## config.mk

```make
export PLATFORM = sky130hd
export DESIGN_NAME = lbt_access_ctrl
export DESIGN_NICKNAME = d
export VERILOG_FILES = /design/src/rtl/lbt_pkg.sv /design/src/rtl/lbt_tick.sv /design/src/rtl/lbt_lfsr.sv /design/src/rtl/lbt_slot_calc.sv /design/src/rtl/lbt_access_ctrl.sv
export SDC_FILE = /design/constraint.sdc
export NUM_CORES = 1
export LEC_CHECK = 0
export ABC_AREA = 1
export BUFFER_PORTS_ARGS = -buffer_cell sky130_fd_sc_hd__buf_2
export CAP_MARGIN = 40
export CORE_MARGIN = 3
export CORE_UTILIZATION = 35
export DETAILED_ROUTE_END_ITERATION = 10
export PLACE_DENSITY_LB_ADDON = 0.05
export SLEW_MARGIN = 5
export SYNTH_ARGS = -nofsm -noshare
export SYNTH_HDL_FRONTEND = slang
export SYNTH_HIERARCHICAL = 1
export SYNTH_SLANG_ARGS = --single-unit
```

## constraint.sdc

```tcl
create_clock -name clk -period 2.4 [get_ports clk]
set_input_delay 0.36 -clock clk [delete_from_list [all_inputs] [get_ports clk]]
set_output_delay 0.36 -clock clk [all_outputs]
set_load 0.01 [all_outputs]
```

## src/rtl/lbt_pkg.sv

```systemverilog
package lbt_pkg;

    typedef enum logic [1:0] {
        ACC_NOW           = 2'b00,
        ACC_SLOT          = 2'b01,
        ACC_CLEAR         = 2'b10,
        ACC_CLEAR_BACKOFF = 2'b11
    } lbt_mode_e;

    typedef enum logic [2:0] {
        ST_IDLE,
        ST_WAIT,
        ST_SETTLE,
        ST_SENSE,
        ST_BACKOFF,
        ST_GRANT,
        ST_HOLD
    } lbt_state_e;

    localparam int TICKS_PER_MS     = 20;
    localparam int TICKS_PER_SETTLE = 2;

endpackage

```

## src/rtl/lbt_tick.sv

```systemverilog
module lbt_tick #(
    parameter int DIV = 2500
) (
    input  logic clk,
    input  logic rst_n,
    input  logic clr,
    output logic tick
);
    localparam int PW = (DIV > 1) ? $clog2(DIV) : 1;

    logic [PW-1:0] presc_d, presc_q;

    assign tick = (presc_q == PW'(DIV - 1));

    always_comb begin
        if (clr || tick) presc_d = '0;
        else             presc_d = presc_q + PW'(1);
    end

    always_ff @(posedge clk or negedge rst_n) begin
        if (!rst_n) presc_q <= '0;
        else        presc_q <= presc_d;
    end
endmodule

```

## src/rtl/lbt_lfsr.sv

```systemverilog
module lbt_lfsr #(
    parameter int          OUT_W = 8,
    parameter logic [15:0] SEED  = 16'hACE1
) (
    input  logic             clk,
    input  logic             rst_n,
    output logic [OUT_W-1:0] rnd
);
    localparam logic [15:0] TAPS = 16'hB400;

    logic [15:0] lfsr_d, lfsr_q;

    always_comb begin
        lfsr_d = lfsr_q >> 1;
        if (lfsr_q[0]) lfsr_d = lfsr_d ^ TAPS;
    end

    always_ff @(posedge clk or negedge rst_n) begin
        if (!rst_n) lfsr_q <= SEED;
        else        lfsr_q <= lfsr_d;
    end

    assign rnd = lfsr_q[OUT_W-1:0];
endmodule

```

## src/rtl/lbt_slot_calc.sv

```systemverilog
module lbt_slot_calc #(
    parameter int SLOT_W = 8,
    parameter int PRE_W  = 8,
    parameter int LEN_W  = 5,
    parameter int TURN_W = 8,
    parameter int CNT_W  = 20
) (
    input  logic [SLOT_W-1:0] slot_num,
    input  logic [PRE_W-1:0]  preamble_cnt,
    input  logic [LEN_W-1:0]  pkt_bytes,
    input  logic [TURN_W-1:0] turnaround,
    output logic [CNT_W-1:0]  delay_ticks
);
    localparam logic [CNT_W-1:0] BYTE_TICKS  = CNT_W'(6);
    localparam logic [CNT_W-1:0] TURN_TICKS  = CNT_W'(6);
    localparam logic [CNT_W-1:0] GUARD_TICKS = CNT_W'(10);

    logic [CNT_W-1:0] unit_ticks;

    always_comb begin
        unit_ticks  = CNT_W'(preamble_cnt)
                    + CNT_W'(pkt_bytes)  * BYTE_TICKS
                    + CNT_W'(turnaround) * TURN_TICKS
                    + GUARD_TICKS;
        delay_ticks = CNT_W'(slot_num) * unit_ticks;
    end
endmodule

```

## src/rtl/lbt_access_ctrl.sv

```systemverilog
module lbt_access_ctrl
    import lbt_pkg::*;
#(
    parameter int          TICK_DIV  = 2500,
    parameter int          SLOT_W    = 8,
    parameter int          PRE_W     = 8,
    parameter int          LEN_W     = 5,
    parameter int          TURN_W    = 8,
    parameter int          SETTLE_W  = 8,
    parameter int          BO_W      = 3,
    parameter logic [15:0] LFSR_SEED = 16'hACE1
) (
    input  logic                clk,
    input  logic                rst_n,
    input  logic                tx_req,
    input  logic                tx_done,
    input  logic                chan_busy,
    input  logic [1:0]          access_mode,
    input  logic [SLOT_W-1:0]   slot_num,
    input  logic [PRE_W-1:0]    preamble_cnt,
    input  logic [LEN_W-1:0]    pkt_bytes,
    input  logic [TURN_W-1:0]   turnaround,
    input  logic [SETTLE_W-1:0] rx_settle,
    input  logic [BO_W-1:0]     backoff_exp,
    output logic                rx_en,
    output logic                tx_go
);
    localparam int UNIT_MAX = (2**PRE_W - 1) + 6 * (2**LEN_W - 1)
                            + 6 * (2**TURN_W - 1) + 10;
    localparam int CNT_W    = $clog2((2**SLOT_W - 1) * UNIT_MAX + 1);
    localparam int RAND_W   = 2**BO_W;

    typedef struct packed {
        lbt_state_e       state;
        lbt_mode_e        mode;
        logic [CNT_W-1:0] cnt;
    } ctrl_t;

    ctrl_t r_d, r_q;

    lbt_state_e       state_q;
    lbt_mode_e        mode_q;
    logic [CNT_W-1:0] cnt_q;
    assign state_q = r_q.state;
    assign mode_q  = r_q.mode;
    assign cnt_q   = r_q.cnt;

    logic              tick, tick_clr;
    logic [CNT_W-1:0]  slot_ticks, settle_ticks, backoff_ticks;
    logic [RAND_W-1:0] rnd, rnd_mask;

    lbt_tick #(.DIV(TICK_DIV)) i_tick (
        .clk(clk), .rst_n(rst_n), .clr(tick_clr), .tick(tick)
    );

    lbt_lfsr #(.OUT_W(RAND_W), .SEED(LFSR_SEED)) i_lfsr (
        .clk(clk), .rst_n(rst_n), .rnd(rnd)
    );

    lbt_slot_calc #(
        .SLOT_W(SLOT_W), .PRE_W(PRE_W), .LEN_W(LEN_W),
        .TURN_W(TURN_W), .CNT_W(CNT_W)
    ) i_slot (
        .slot_num(slot_num), .preamble_cnt(preamble_cnt),
        .pkt_bytes(pkt_bytes), .turnaround(turnaround),
        .delay_ticks(slot_ticks)
    );

    always_comb begin
        rnd_mask      = RAND_W'((2 << backoff_exp) - 1);
        settle_ticks  = CNT_W'(rx_settle) * CNT_W'(TICKS_PER_SETTLE);
        backoff_ticks = CNT_W'(rnd & rnd_mask) * CNT_W'(TICKS_PER_MS);
    end

    always_comb begin
        r_d      = r_q;
        tick_clr = 1'b0;
        unique case (state_q)
            ST_IDLE: begin
                if (tx_req) begin
                    r_d.mode = lbt_mode_e'(access_mode);
                    tick_clr = 1'b1;
                    unique case (lbt_mode_e'(access_mode))
                        ACC_NOW:  r_d.state = ST_GRANT;
                        ACC_SLOT: begin
                            r_d.state = ST_WAIT;
                            r_d.cnt   = slot_ticks;
                        end
                        default: begin
                            r_d.state = ST_SETTLE;
                            r_d.cnt   = settle_ticks;
                        end
                    endcase
                end
            end
            ST_WAIT, ST_SETTLE, ST_BACKOFF: begin
                if (cnt_q == '0) begin
                    if (state_q == ST_WAIT) begin
                        r_d.state = ST_GRANT;
                    end else if (state_q == ST_SETTLE) begin
                        r_d.state = ST_SENSE;
                    end else begin
                        r_d.state = ST_SETTLE;
                        r_d.cnt   = settle_ticks;
                        tick_clr  = 1'b1;
                    end
                end else if (tick) begin
                    r_d.cnt = cnt_q - CNT_W'(1);
                end
            end
            ST_SENSE: begin
                if (!chan_busy) begin
                    r_d.state = ST_GRANT;
                end else if (mode_q == ACC_CLEAR_BACKOFF) begin
                    r_d.state = ST_BACKOFF;
                    r_d.cnt   = backoff_ticks;
                    tick_clr  = 1'b1;
                end
            end
            ST_GRANT: r_d.state = ST_HOLD;
            ST_HOLD:  if (tx_done) r_d.state = ST_IDLE;
            default:  r_d.state = ST_IDLE;
        endcase
    end

    always_ff @(posedge clk or negedge rst_n) begin
        if (!rst_n) begin
            r_q.state <= ST_IDLE;
            r_q.mode  <= ACC_NOW;
            r_q.cnt   <= '0;
        end else begin
            r_q <= r_d;
        end
    end

    assign tx_go = (state_q == ST_GRANT);
    assign rx_en = (state_q == ST_SETTLE) || (state_q == ST_SENSE);

endmodule

```

# After elaboration in Yosys (flattened, before gate mapping)
# Cells that the tools add are included.
[totals]
reg_bits = 52
elab_cells = 73
in_bits = 47
[classes]
bitwise_logic = 2
mul = 4
shifts = 1
addsub = 6
eq_ne = 19
muxes = 26
n_reduce_logical = 10
[op_table]
columns = ["op", "n"]
rows = [
  ["19-bit 2-to-1 mux", 6],
  ["19-bit case mux with 3 select lines", 1],
  ["19-bit case mux with 2 select lines", 1],
  ["24-bit 2-to-1 mux", 1],
  ["19-bit by 11-bit adder with 19-bit output", 1],
  ["19-bit by 4-bit adder with 19-bit output, second input constant", 1],
  ["19-bit zero test", 1],
  ["8-bit by 19-bit multiplier with 19-bit output", 1],
  ["19-bit by 1-bit subtractor with 19-bit output, second input constant", 1],
  ["16-bit 2-to-1 mux", 1],
  ["3-bit 2-to-1 mux", 5],
  ["3-bit case mux with 5 select lines", 1],
  ["12-bit by 1-bit adder with 12-bit output, second input constant", 1],
  ["12-bit == test, second input constant", 1],
  ["12-bit 2-to-1 mux", 1],
  ["2-bit inequality test, second input constant", 6],
  ["8-bit by 3-bit multiplier with 11-bit output, second input constant", 1],
  ["8-bit by 2-bit multiplier with 10-bit output, second input constant", 1],
  ["8-bit by 8-bit adder with 9-bit output", 1],
  ["3-bit == test, second input constant", 3],
  ["3-bit inequality test, second input constant", 3],
  ["8-bit bitwise AND", 1],
  ["8-bit AND reduction", 1],
  ["2-bit by 3-bit left shift with 8-bit output, first input constant", 1],
  ["other kinds (18)", 26],
]

# Longest topological paths before layout
[logic_depth]
depth_word = 8
mapped_depth = 39

# By module
# Netlist, hierarchy kept.
[modules_own_cells]
columns = ["module", "cells_each", "n_inst", "area_per_inst_um2"]
rows = [
  ["lbt_slot_calc", 569, 1, 4162.7],
  ["lbt_access_ctrl", 437, 1, 2701.3],
  ["lbt_tick", 101, 1, 716.9],
  ["lbt_lfsr", 37, 1, 519.2],
]

# Worst setup path after synthesis
# OpenSTA, ideal clock, no wires.
[synth_timing]
kind = "input to register"
start = "in pkt_bytes[0]"
end = "reg r_q (netlist bit cnt_q[18])"
slack_ns = -4.353
required_time_ns = 2.284
arrival_time_ns = 6.637
setup_ns = 0.116
n_path_buf = 0
path_stages = 36
cell_sequence = "ha_1 -> inv_1 -> fa_1 -> inv_1 -> a21oi_1 -> o21ai_0 -> xor2_1 -> fa_1 -> ha_1 -> ha_1 -> nand2_1 -> nand2_1 -> a21oi_1 -> nand2_1 -> xnor2_2 -> or2_2 -> fa_1 -> inv_1 -> fa_1 -> fa_1 -> inv_1 -> fa_1 -> inv_1 -> ha_1 -> a21oi_1 -> o21ai_0 -> nand2_1 -> nand2_1 -> a21oi_1 -> inv_1 -> nand2_1 -> nand2_1 -> nand2_1 -> nand2_1 -> nand2_1 -> nand2_1"
[synth_via]
elab_chain_cells = 8
[synth_lines]
columns = ["element", "line", "rtl"]
rows = [
  ["from (decl)", "lbt_access_ctrl.sv:21", "input logic [LEN_W-1:0] pkt_bytes,"],
  ["5-bit by 2-bit multiplier with 7-bit output", "lbt_slot_calc.sv:22", "+ CNT_W'(pkt_bytes) * BYTE_TICKS"],
  ["8-bit by 8-bit adder with 9-bit output", "lbt_slot_calc.sv:22", ""],
  ["19-bit by 11-bit adder with 19-bit output", "lbt_slot_calc.sv:23", "+ CNT_W'(turnaround) * TURN_TICKS"],
  ["19-bit by 4-bit adder with 19-bit output", "lbt_slot_calc.sv:24", "+ GUARD_TICKS;"],
  ["8-bit by 19-bit multiplier with 19-bit output", "lbt_slot_calc.sv:25", "delay_ticks = CNT_W'(slot_num) * unit_ticks;"],
  ["named net slot_ticks[18]", "lbt_access_ctrl.sv:49", "logic [CNT_W-1:0] slot_ticks, settle_ticks, backoff_ticks;"],
  ["19-bit case mux with 2 select lines", "lbt_access_ctrl.sv:83", "unique case (lbt_mode_e'(access_mode))"],
  ["24-bit 2-to-1 mux", "lbt_access_ctrl.sv:80", "if (tx_req) begin"],
  ["19-bit case mux with 3 select lines", "lbt_access_ctrl.sv:78", "unique case (state_q)"],
  ["to (signal assigned)", "lbt_access_ctrl.sv:132", "r_q <= r_d;"],
  ["to (decl)", "lbt_access_ctrl.sv:39", "ctrl_t r_d, r_q;"],
]
# The timed path passes the listed nets, and every way through them passes these cells. The select of a mux whose other input is x is not followed.
# A chain may end at the register's enable or synchronous reset.

# Worst setup path in the final report
[layout_timing]
start = "in pkt_bytes[1]"
end = "reg r_q (netlist bit cnt_q[17])"
# Same word-level chain as after synthesis.

==> impl_metrics.csv <==
group,metric,value,unit
outcome,status,"finished, violations left",
outcome,violations,"setup timing",
drt,via_per_inst,4.64,
die,io_pins,49,
clock_network,clock_sinks,52,
logic_synthesis,synth_area_leaders,"fa_1 17%, nand2_1 15%, dfrtp_1 14%",
clock_network,numCtsBuffers,5,
setup_path,critical_path_class,"in2reg",
hold_path,hold_class,"in2async",
setup_path,start_kind,"input pin",
timing,slew_viol_final,0,
setup_path,required,2.59,ns
timing,setup_viol,17,
clock_network,cts-root-buf,"clkbuf_16",
logic_synthesis,synth_edf_count,0,
global_routing,grt_usage,17.8,%
finish,layout.nets,1541,
setup_path,crit_top_cell,"nand2_1",
logic_synthesis,synth_area,0.00810,mm2
timing,fmax,159,MHz
finish,areaGrowthSynthToFinish,34.5,%
logic_synthesis,yosysTopAreaCell,"fa_1",
clock_network,clk_latency,0.30,ns
die,die_area,0.0250,mm2
setup_path,crit_slowest_cell,"fa_1",
global_routing,grt_max_degree,30,
setup_path,r2r-start,"i_lfsr/lfsr_q[5]",
die,die_y,158,um
timing,relSlewSlack,57.1,%
setup_path,reg2reg_depth,15,
setup_path,crit_start,"pkt_bytes[1]",
global_routing,grt_pass1_wl,36400,um
drt,drtIter0Drc,332,
timing,fin_crit,6.29,ns
finish,fillers,2308,
logic_synthesis,syn-num-nets,1343,
logic_synthesis,avgSynthCellArea,7.08,um2
placed_design,dp.final_hpwl,17900,um
timing,finalHoldViolCount,0,
die,die_w,158,um
setup_path,endpoint_kind,"flip-flop",
finish,layout-drive-gt1-share,32.0,%
logic_synthesis,synth-async-reset-ratio,100,%
timing,skew,0.00329,ns
timing,worstMarginPinSlew,0.637,ns
job,drv_cap,0,
die,core_area,0.0227,mm2
logic_synthesis,synth_most_common_cell,"nand2_1",
clock_network,clk_pin_slew,0.07,ns
logic_synthesis,synth.distinct_cells,48,
logic_synthesis,yosysSeqAreaShare,16.2,%
global_routing,grt_antenna_before_repair,0,
setup_path,cp_max_fo,5,
timing,period_share,262,%
logic_synthesis,synth-main-ff-cell,"dfrtp_1",
logic_synthesis,synth_top_area_share,17.1,%
logic_synthesis,ys_ff_latch,52,
placed_design,gp_congestion,0.861,
drt,routed_wl,21300,um
setup_path,crit_arrival,6.47,ns
drt,dr.pass1.iters,5,
drt,remaining_drc_errors,0,
logic_synthesis,ys_warn_count,6,
drt,postRouteAntennaNets,0,
setup_path,r2r_slack,-0.04,ns
logic_synthesis,synth_cells,1144,
global_routing,grt_pass1_vias,7547,
timing,setup_slack,-3.89,ns
clock_network,htree_num_levels,2,
drt,wire_per_inst,13.1,um
die,start_util,35.7,%
global_routing,overflow,0,
placed_design,io_buffers,48,
clock_network,cts_tree,"built",
die,fp-row-count,55,
drt,vias,7547,
setup_path,cpPeakStageDelay,0.52,ns
timing,finalSetupTns,-57.41,ns
finish,diodes,0,
setup_path,reg2reg_to,"cnt_q[11]",
logic_synthesis,ys_top_cells_by_count,"315 x nand2_1, 215 x inv_1, 117 x nor2_1",
timing,grt_setup_unrepaired,"yes",
clock_network,clock_path_buffers,2,
how the worst max path moves through the flow:
| stage | endpoint | slack (ns) | cells past startpoint |
|---|---|---|---|
| global route | cnt_q[15] | -4.19 | 38 |
| global placement | cnt_q[14] | -4.38 | 36 |
| detailed placement | cnt_q[14] | -4.39 | 36 |
| finish | cnt_q[17] | -3.89 | 41 |
| CTS | cnt_q[17] | -3.91 | 39 |
| floorplan | cnt_q[15] | -3.83 | 37 |
per-layer routing:
| layer | GRT usage (%) | wire length (um) | vias up |
|---|---|---|---|
| li1 | - | - | 3913 |
| met4 | 1.76 | 155 | 0 |
| met2 | 30.9 | 10200 | 80 |
| met5 | 0 | 0 | - |
| met3 | 1.61 | 429 | 8 |
| met1 | 25.2 | 10600 | 3546 |
worst max-delay path: cells and delay by family:
kind	cells	cell delay (ns)
xor gates and xnor gates	1	0.14
AOI/OAI and AO/OA	3	0.44
buffers and inverters	9	0.59
and+or+nand+nor	18	1.24
adders and majority gates	10	3.71
placed cells by master, fill, tap and decap left out, types with 8 or more instances in the layout:
cell type,instances
nand2_4,11
dfstp_2,8
nor2_1,97
buf_6,12
buf_2,46
nand4_1,14
xor2_1,26
a21oi_1,18
dfrtp_1,44
buf_4,152
inv_1,190
o21ai_0,19
ha_1,50
nand2_2,22
ha_4,32
fa_1,63
nand3_2,9
nor2_2,25
o21ai_1,10
nor3_1,9
inv_2,26
a21oi_2,12
nand3_1,51
nand2_1,292
kinds of logic (layout without fill, tap and decap cells):
| logic type | Yosys count | in the layout | share of synthesized area (%) |
|---|---|---|---|
| xor+xnor | 39 | 39 | 4.31 |
| simple gates | 562 | 562 | 30.8 |
| flops | 52 | 52 | 16.2 |
| mux | 1 | 1 | 0.139 |
| fa+ha+maj | 152 | 152 | 29.9 |
| buf+inv | 243 | 442 | 12.0 |
| compound gates | 95 | 95 | 6.75 |
final cells by class:
class,count,area (um2),share of cell area (%)
Clock inverter,3,42.5,0.390
Sequential cell,52,1310,12.0
Inverter,222,848,7.79
Tap cell,285,357,3.27
Multi-Input combinational cell,849,6670,61.2
Timing Repair Buffer,212,1540,14.1
Clock buffer,5,125,1.15
sequential cells by signal, summed over array words and instances, names as in the netlist:
name and cells:
cnt_q 19, i_lfsr/lfsr_q 16, i_tick/presc_q 12, state_q 3, mode_q 2
repair_timing:
action / 4_1_cts / 5_1_grt
pin swaps: 65 / 63
gates resized for setup: 60 / 61
hold buffers: 0 / 0
cloned: 0 / 0
setup buffers: 12 / 9
setup endpoints to repair: 17 / 17
per-stage QoR:
| step | instances | util, % | area, um2 | worst slack, ns | hold slack, ns |
|---|---|---|---|---|---|
| after floorplan | 1144 | - | 8500 | -3.83 | 0.0644 |
| after global placement | 1599 | 44.2 | 10000 | -4.38 | 0.335 |
| after detailed placement | 1599 | 44.2 | 10000 | -4.39 | 0.338 |
| after CTS | 1619 | 46.6 | 10600 | -3.91 | 0.0754 |
| after global routing | 1628 | 48.0 | 10900 | -4.19 | 0.0946 |
| final | 1628 | 48.0 | 10900 | -3.89 | 0.0590 |
Power is left out: the tool's default activity adds up to more than one toggle a clock period on the data nets, which glitch-free logic cannot reach.
